==> src/rtl/gpio_bank_pkg.sv <==
package gpio_bank_pkg;
  localparam int PORT_W = 8;
  typedef logic [PORT_W-1:0] port_t;

  // next latch value: output bits take new data, input bits keep old
  function automatic port_t latch_merge(port_t held, port_t wdata, port_t dir);
    return (wdata & dir) | (held & ~dir);
  endfunction

  // read view: latch for outputs, synchronized pin for inputs
  function automatic port_t read_mix(port_t held, port_t pins, port_t dir);
    return (held & dir) | (pins & ~dir);
  endfunction
endpackage

==> src/rtl/gpio_addr_decode.sv <==
module gpio_addr_decode #(
  parameter int ADDR_W    = 16,
  parameter int NUM_PORTS = 5,
  localparam int IDX_W    = (NUM_PORTS > 1) ? $clog2(NUM_PORTS) : 1
) (
  input  logic                 clk,
  input  logic                 rst_n,
  input  logic [ADDR_W-1:0]    base_addr,
  input  logic [ADDR_W-1:0]    io_addr,
  output logic                 hit,
  output logic [IDX_W-1:0]     idx,
  output logic [NUM_PORTS-1:0] sel
);
  logic [ADDR_W-1:0] offset;

  always_comb begin
    offset = io_addr - base_addr;
    hit    = (offset < ADDR_W'(NUM_PORTS));
    idx    = IDX_W'(offset);
    for (int p = 0; p < NUM_PORTS; p++)
      sel[p] = hit && (offset == ADDR_W'(p));
  end

  assert_sel_onehot_R2: assert property (@(posedge clk) disable iff (!rst_n)
    $onehot0(sel));
  assert_outside_unclaimed_R8: assert property (@(posedge clk) disable iff (!rst_n)
    ((io_addr - base_addr) >= ADDR_W'(NUM_PORTS)) |-> (sel == '0));
endmodule

==> src/rtl/gpio_pin_sync.sv <==
module gpio_pin_sync #(
  parameter int WIDTH  = 40,
  parameter int STAGES = 2
) (
  input  logic             clk,
  input  logic             rst_n,
  input  logic [WIDTH-1:0] din,
  output logic [WIDTH-1:0] dout
);
  logic [WIDTH-1:0] chain [STAGES];

  always_ff @(posedge clk or negedge rst_n) begin
    if (!rst_n) chain[0] <= '0;
    else        chain[0] <= din;
  end

  for (genvar s = 1; s < STAGES; s++) begin : g_stage
    always_ff @(posedge clk or negedge rst_n) begin
      if (!rst_n) chain[s] <= '0;
      else        chain[s] <= chain[s-1];
    end
  end

  assign dout = chain[STAGES-1];
endmodule

==> src/rtl/gpio_port_slice.sv <==
module gpio_port_slice
  import gpio_bank_pkg::*;
(
  input  logic  clk,
  input  logic  rst_n,
  input  logic  wr_en,
  input  port_t wdata,
  input  port_t dir,
  input  port_t pins_sync,
  output port_t latch_q,
  output port_t rd_val
);
  always_ff @(posedge clk or negedge rst_n) begin
    if (!rst_n)     latch_q <= '0;
    else if (wr_en) latch_q <= latch_merge(latch_q, wdata, dir);
  end

  assign rd_val = read_mix(latch_q, pins_sync, dir);

  assert_write_lands_R3: assert property (@(posedge clk) disable iff (!rst_n)
    wr_en |=> ((latch_q & $past(dir)) == ($past(wdata) & $past(dir))));
  assert_input_bits_hold_R4: assert property (@(posedge clk) disable iff (!rst_n)
    wr_en |=> (((latch_q ^ $past(latch_q)) & ~$past(dir)) == '0));
  assert_idle_hold_R8: assert property (@(posedge clk) disable iff (!rst_n)
    !wr_en |=> $stable(latch_q));
endmodule

==> src/rtl/gpio_port_bank.sv <==
module gpio_port_bank
  import gpio_bank_pkg::*;
#(
  parameter int ADDR_W      = 16,
  parameter int NUM_PORTS   = 5,
  parameter int SYNC_STAGES = 2,
  localparam int PINS       = NUM_PORTS * PORT_W,
  localparam int IDX_W      = (NUM_PORTS > 1) ? $clog2(NUM_PORTS) : 1
) (
  input  logic              clk,
  input  logic              rst_n,
  input  logic [ADDR_W-1:0] base_addr,
  input  logic [ADDR_W-1:0] io_addr,
  input  logic              io_wr,
  input  logic              io_rd,
  input  logic [PORT_W-1:0] io_wdata,
  output logic [PORT_W-1:0] io_rdata,
  input  logic [PINS-1:0]   pin_dir,
  input  logic [PINS-1:0]   pin_in,
  output logic [PINS-1:0]   pin_out,
  output logic [PINS-1:0]   pin_oe
);
  logic                 win_hit;
  logic [IDX_W-1:0]     win_idx;
  logic [NUM_PORTS-1:0] win_sel;
  logic [PINS-1:0]      pins_sync;
  port_t                rd_vals [NUM_PORTS];

  gpio_addr_decode #(.ADDR_W(ADDR_W), .NUM_PORTS(NUM_PORTS)) u_dec (
    .clk(clk), .rst_n(rst_n), .base_addr(base_addr), .io_addr(io_addr),
    .hit(win_hit), .idx(win_idx), .sel(win_sel));

  gpio_pin_sync #(.WIDTH(PINS), .STAGES(SYNC_STAGES)) u_sync (
    .clk(clk), .rst_n(rst_n), .din(pin_in), .dout(pins_sync));

  for (genvar p = 0; p < NUM_PORTS; p++) begin : g_port
    port_t latch_q;
    gpio_port_slice u_slice (
      .clk(clk), .rst_n(rst_n),
      .wr_en(io_wr && win_sel[p]),
      .wdata(io_wdata),
      .dir(pin_dir[p*PORT_W +: PORT_W]),
      .pins_sync(pins_sync[p*PORT_W +: PORT_W]),
      .latch_q(latch_q),
      .rd_val(rd_vals[p]));
    assign pin_out[p*PORT_W +: PORT_W] = latch_q;
  end

  assign pin_oe = pin_dir;

  always_comb begin
    io_rdata = '1;
    if (io_rd && win_hit) begin
      for (int p = 0; p < NUM_PORTS; p++)
        if (win_idx == IDX_W'(p)) io_rdata = rd_vals[p];
    end
  end

  assert_stray_write_inert_R8: assert property (@(posedge clk) disable iff (!rst_n)
    (io_wr && !win_hit) |=> $stable(pin_out));
  assert_no_access_quiet_R8: assert property (@(posedge clk) disable iff (!rst_n)
    (!io_rd) |-> (io_rdata == '1));
endmodule

==> config.mk <==
export PLATFORM = sky130hd
export DESIGN_NAME = gpio_port_bank
export DESIGN_NICKNAME = d
export VERILOG_FILES = /design/src/rtl/gpio_bank_pkg.sv /design/src/rtl/gpio_addr_decode.sv /design/src/rtl/gpio_pin_sync.sv /design/src/rtl/gpio_port_slice.sv /design/src/rtl/gpio_port_bank.sv
export SDC_FILE = /design/constraint.sdc
export NUM_CORES = 1
export LEC_CHECK = 0
export ABC_AREA = 1
export BUFFER_PORTS_ARGS = -buffer_cell sky130_fd_sc_hd__buf_2
export CAP_MARGIN = 25
export CELL_PAD_IN_SITES_DETAIL_PLACEMENT = 1
export CELL_PAD_IN_SITES_GLOBAL_PLACEMENT = 2
export CORE_UTILIZATION = 30
export CTS_BUF_LIST = sky130_fd_sc_hd__clkbuf_8
export DETAILED_ROUTE_END_ITERATION = 8
export PLACE_DENSITY = 0.87
export SETUP_SLACK_MARGIN = 0.02
export SYNTH_ARGS = -nofsm -noshare
export SYNTH_HDL_FRONTEND = slang
export SYNTH_HIERARCHICAL = 1
export SYNTH_SLANG_ARGS = --single-unit
==> constraint.sdc <==
create_clock -name clk -period 5.3 [get_ports clk]
set_input_delay 1.325 -clock clk [delete_from_list [all_inputs] [get_ports clk]]
set_output_delay 1.325 -clock clk [all_outputs]
set_load 0.02 [all_outputs]
==> results of run 1 <==
==> placed cells by master (no fill, tap or decap), drive strengths merged <==
| cell type | count |
|---|---|
| a21oi | 11 |
| and2 | 1 |
| buf | 215 |
| bufinv | 4 |
| clkbuf | 17 |
| clkinv | 7 |
| dfrtp | 120 |
| fa | 1 |
| ha | 15 |
| inv | 139 |
| nand2 | 295 |
| nand3 | 80 |
| nand3b | 3 |
| nand4 | 3 |
| nor2 | 52 |
| nor3 | 11 |
| o21ai | 42 |
| xnor2 | 1 |
| xor2 | 2 |
==> logic make-up (layout without fill, tap and decap cells) <==
kind of cell | count (synthesis) | in the layout
flops | 120 | 120
xor+xnor | 3 | 3
compound gates | 53 | 53
simple gates | 445 | 445
buf+inv | 228 | 382
fa+ha+maj | 16 | 16
==> metrics by stage <==
stage	hold slack [ns]	instance area [µm²]	util (%)	cells
floorplan	0.331	6920	-	865
global placement	0.332	7580	33.5	1272
detailed placement	0.336	7580	33.5	1272
CTS	0.347	8030	35.5	1304
global route	0.355	8030	35.5	1304
finish	0.347	8030	35.5	1304
==> synth_stat cells (3+ instances only) <==
cell / number
buf_12: 5
buf_6: 7
inv_1: 125
nand2_1: 270
nor2_1: 42
ha_1: 15
buf_4: 81
a21oi_1: 10
nor3_1: 10
nand2_2: 23
nand4_1: 3
nand3_2: 33
dfrtp_1: 120
nor2_2: 7
nand3_1: 46
inv_2: 9
o21ai_0: 42
==> final timing paths <==
check                                  from              to  slack, ns  cells after the start
min in group asynchronous             rst_n       async pin       0.93                      1
max                            base_addr[0]     io_rdata[2]       0.23                     20
max reg2reg                        register        register       4.61                      2
min reg2reg                u_sync/chain[40]  u_sync/dout[0]       0.35                      0
max in group asynchronous             rst_n       async pin       3.39                      2
min                        u_sync/chain[40]  u_sync/dout[0]       0.35                      0
==> worst max-delay path, stage by stage <==
cell	delay [ns]
buf_2	0.10
ha_1	0.22
fa_1	0.41
inv_1	0.07
nand2_1	0.05
nand2_2	0.09
nand2_2	0.07
xor2_1	0.22
nand3_4	0.13
nor2_8	0.17
nand2_4	0.06
nor2_4	0.09
nand2_4	0.09
inv_2	0.05
nand2_1	0.10
inv_2	0.15
nand2_1	0.08
inv_1	0.05
nand2_1	0.04
buf_2	0.15
==> power by group through the flow <==
stage | registers (mW) | logic (mW) | clock network, mW
CTS | 0.954 | 0.402 | 0.974
detailed placement | 0.972 | 0.399 | 0
global placement | 0.970 | 0.395 | 0
floorplan | 0.969 | 0.261 | 0
global route | 0.957 | 0.442 | 1.02
finish | 0.954 | 0.392 | 0.945
==> routing by layer <==
metal / up-vias / global-route usage, % / routed length, µm
li1: 2845 / - / -
met1: 2623 / 22.0 / 9010
met2: 133 / 30.6 / 9790
met3: 14 / 3.86 / 728
met4: 2 / 4.29 / 216
met5: - / 0 / 13
==> final cells by class <==
type,count,share of cell area (%)
clock buffer,17,2.91
multi-input combinational,517,32.6
tap,285,4.44
sequential,120,37.4
inverter,135,6.37
timing repair buffer,215,13.5
clock inverter,15,2.71
==> timing repair <==
action | CTS | global route
gates resized for setup | 0 | 1
endpoints found under the hold margin | 0 | 0
buffers inserted | 0 | 0
endpoints found under the setup margin | 0 | 8
==> results_dict.tcl, run 1 <==
set metrics [dict create \
    async_reset_ff_share_pct 100 \
    final.setup_skew_ns 0.0119 \
    p_clk_share_pct 41.3 \
    timing.final.ws_setup_ns 0.231 \
    cts_hold_buffers 0 \
    clock_sinks 120 \
    core-area_um2 22600 \
    antenna_cells 0 \
    clk_pin_slew_worst_paths_ns 0.08 \
    area_growth_syn_to_layout_pct 16.0 \
    drive_gt1_share_pct 32.4 \
    die-area_um2 23700 \
    crit_path_start_kind "input port" \
    finalCritPeriodShare_pct 95.6 \
    setup_viol 0 \
    cts_max_path_buffers 2 \
    switchingPower_mw 0.696 \
    fill_cells 2821 \
    drv_cap 0 \
    syn_avg_cell_area_um2 8.00 \
    drt_iter0_drc 170 \
    synth_top_area_share_pct 43.4 \
    syn_area_um2 6920 \
    pwr-share-seq_pct 41.6 \
    synth_cells 865 \
    slew_headroom_pct 51.8 \
    irDropWorstVdd_mv 0.144 \
    yosys.area_share.simple_pct 30.6 \
    cts_tree "done" \
    critPathRequiredTime_ns 3.97 \
    synthFlopType "dfrtp_1" \
    synth_mux_area_share_pct 0 \
    core.rowCount 55 \
    intPower_mw 1.60 \
    vias_per_cell 4.31 \
    ctsRootBufferMaster "clkbuf_8" \
    combinationalPowerShare_pct 17.1 \
    wl_um 19800 \
    slew_viol_final 0 \
    synth_edf_count 0 \
    synthTopCellsByArea "dfrtp_1 (43%), nand2_1 (15%), buf_4 (8.8%)" \
    numPortBuffers 211 \
    yosysTopAreaCell "dfrtp_1" \
    grt_usage_pct 17.6 \
    drc 0 \
    critPathMaxFanout 8 \
    wl_per_cell_um 15.2 \
    synth-xor-area-share_pct 0.379 \
    grt_max_degree 56 \
    crit_type "in2out" \
    start_util_pct 30.6 \
    min_period_ns 5.07 \
    grt_pass1_vias 5891 \
    synth-warning-count 6 \
    synth_top_family_by_area "simple AND/OR/NAND/NOR gates" \
    worstMarginPinSlew_ns 0.723 \
    synth_compound_area_share_pct 3.89 \
    fin_nets 1146 \
    sw_frac_of_total_pct 30.4 \
    worstSetupEndpointType "output port" \
    rsz0062_at_grt "no" \
    io_pins 212 \
    grt_pass1_wl_um 31400 \
    grt-ovfl-total 0 \
    dp_hpwl_um 15700 \
    fin_setup_tns_ns 0 \
    ant_nets 0 \
    leakage_nw 4.48 \
    hold_class "reg2reg" \
    cp.arrival_ns 3.74 \
    synthAdderAreaFrac_pct 3.00 \
    run_status "complete, no violations" \
    seqCellArea_um2 3000 \
    syn-num-nets 1005 \
    power_mw 2.29 \
    antenna_found_initial 1 \
    detail_route.first_pass.iterations 6 \
    dieHeight_um 154 \
    p_per_area_nw_per_um2 285 \
    place.gp.congestion 0.809 \
    ys_seq_area_share_pct 43.4 \
    h-tree-depth 4 \
    multi_input_area_um2 2620 \
    synth_seq_cells 120 \
    fmax_mhz 197 \
    vias 5617 \
    pre_cts_ws_ns 0.114 \
    numCtsBuffers 17 \
    hold_viol 0 \
    die_x_um 154 \
    synth_cell_types 30 \
    worstSkewPairLatency_ns 0.44 \
]
(Power assumes the default switching activity.)
==> inputs of run 2 (changes only) <==
--- a/config.mk
+++ b/config.mk
@@ -10,6 +10,7 @@
 export CAP_MARGIN = 25
 export CELL_PAD_IN_SITES_DETAIL_PLACEMENT = 1
 export CELL_PAD_IN_SITES_GLOBAL_PLACEMENT = 2
+export CORE_MARGIN = 8
 export CORE_UTILIZATION = 30
 export CTS_BUF_LIST = sky130_fd_sc_hd__clkbuf_8
 export DETAILED_ROUTE_END_ITERATION = 8
==> run 2 against run 1 <==
Effect of this change: register-to-register slack better by 0.03 ns; non-clock buffer count unchanged; clock power down 8.8%; final cell count did not move; count of clock-buffer cells in the layout stayed put.
==> results_dict.tcl, run 2 (same netlist as run 1, synthesis figures left out) <==
set metrics [dict create \
    drc 0 \
    cts_setup_buffers 0 \
    slew_headroom_pct 52.3 \
    leakage_nw 4.46 \
    antenna_found_initial 1 \
    cts_hold_buffers 0 \
    core-area_um2 22600 \
    hold_slack_ns 0.346 \
    seqCellArea_um2 3000 \
    place.gp.congestion 0.763 \
    pwr-share-seq_pct 43.2 \
    critPathRequiredTime_ns 3.97 \
    path_cells "buf_2 -> ha_1 -> fa_1 -> inv_1 -> nand2_1 -> nand2_2 -> nand2_2 -> xor2_1 -> nand3_4 -> nor2_8 -> nand2_4 -> nor2_4 -> nand2_4 -> inv_2 -> nand2_1 -> inv_2 -> nand2_1 -> inv_1 -> nand2_1 -> buf_2" \
    core.rowCount 55 \
    vias_per_cell 4.33 \
    dieHeight_um 168 \
    irDropWorstVdd_mv 0.185 \
    intPower_mw 1.54 \
    hold_class "reg2reg" \
    dpl.cell_count 1272 \
    p_clk_share_pct 39.0 \
    post_cts_resized 0 \
    cp_common_cell "nand2_1" \
    grt_max_degree 46 \
    drv_cap 0 \
    numPortBuffers 211 \
    numCtsBuffers 17 \
    critPathTopFamily "simple AND/OR/NAND/NOR gates" \
    critPathMaxStageDelay_ns 0.40 \
    final.setup_skew_ns 0.0104 \
    dp_hpwl_um 17500 \
    critical_path.startpoint "base_addr[0]" \
    area_growth_syn_to_layout_pct 15.4 \
    fin_util_pct 35.3 \
    pre_cts_ws_ns 0.155 \
    worstSkewPairLatency_ns 0.45 \
    finalCritPeriodShare_pct 94.2 \
    clk_pin_slew_worst_paths_ns 0.07 \
    h-tree-depth 4 \
    switchingPower_mw 0.672 \
    worstSetupEndpointType "output port" \
    vias 5650 \
    combinationalPowerShare_pct 17.8 \
    wl_per_cell_um 16.5 \
    grt_usage_pct 15.3 \
    fin_setup_tns_ns 0 \
    multi_input_area_um2 2620 \
    ctsRootBufferMaster "clkbuf_8" \
    setup_viol 0 \
    cp.arrival_ns 3.67 \
    grt_pass1_vias 6009 \
    slew_viol_final 0 \
    crit_type "in2out" \
    start_util_pct 30.6 \
    fmax_mhz 200 \
    drt_iter0_drc 180 \
    p_per_area_nw_per_um2 276 \
    min-delay-start "u_sync/chain[54]" \
    cts_tree "done" \
    die-area_um2 28200 \
    antenna_cells 0 \
    crit_path_start_kind "input port" \
    min_period_ns 4.99 \
    wl_um 21500 \
    final_common_cell "nand2_1" \
    stdcell_count 1304 \
    die_x_um 168 \
    grt_pass1_wl_um 33200 \
    timing.final.ws_setup_ns 0.306 \
    grt-ovfl-total 0 \
    clock_sinks 120 \
    io_pins 212 \
    cp_slowest_cell "fa_1" \
    detail_route.first_pass.iterations 4 \
    cts_max_path_buffers 2 \
    final_cell_mix "nand2_1 (270), buf_2 (210), inv_1 (124)" \
    rsz0062_at_grt "no" \
    fill_cells 2816 \
    hold_viol 0 \
    run_status "complete, no violations" \
    drive_gt1_share_pct 32.4 \
    sw_frac_of_total_pct 30.4 \
    critPathMaxFanout 8 \
    worstMarginPinSlew_ns 0.715 \
    fin_nets 1146 \
    ant_nets 0 \
    path_buf_inv 6 \
]
==> run 2: cell types whose count changed in the layout (fill, tap and decap cells not counted), sizes merged <==
cell      change
inv           -2
clkinvlp      +3
bufinv        -1
==> run 2: layer usage <==
metal	routed length (µm)	GRT usage, %	vias up
met1	9510	18.8	2645
met4	353	4.54	2
met2	10400	25.5	140
met3	1240	4.56	18
met5	8	0	-
li1	-	-	2845
==> run 2: worst paths after layout <==
kind | end | slack, ns | cells past startpoint
max | io_rdata[4] | 0.31 | 20
min | u_sync/dout[14] | 0.35 | 0
max reg2reg | register | 4.64 | 2
min reg2reg | u_sync/dout[14] | 0.35 | 0
max in group asynchronous | async pin | 3.54 | 2
min in group asynchronous | u_sync/chain[63] | 0.81 | 1
==> run 2: cell type report <==
class,count,share of cell area (%)
clock buffer,17,2.93
clock inverter,15,2.21
inverter,135,6.40
multi-input combinational,517,32.8
sequential,120,37.6
tap,285,4.46
timing repair buffer,215,13.6
==> run 2: power groups by stage <==
stage               registers, mW  clock network, mW  logic (mW)
global placement            0.970                  0       0.395
global route                0.957              0.927       0.442
detailed placement          0.972                  0       0.401
floorplan                   0.969                  0       0.261
CTS                         0.954              0.891       0.403
finish                      0.954              0.862       0.392
==> run 2: through the flow <==
stage | instance area [µm²] | total power, mW
6_report | 7990 | 2.21
3_5_place_dp | 7580 | 1.37
3_3_place_gp | 7580 | 1.37
2_1_floorplan | 6920 | 1.23
5_1_grt | 7990 | 2.33
4_1_cts | 7990 | 2.25
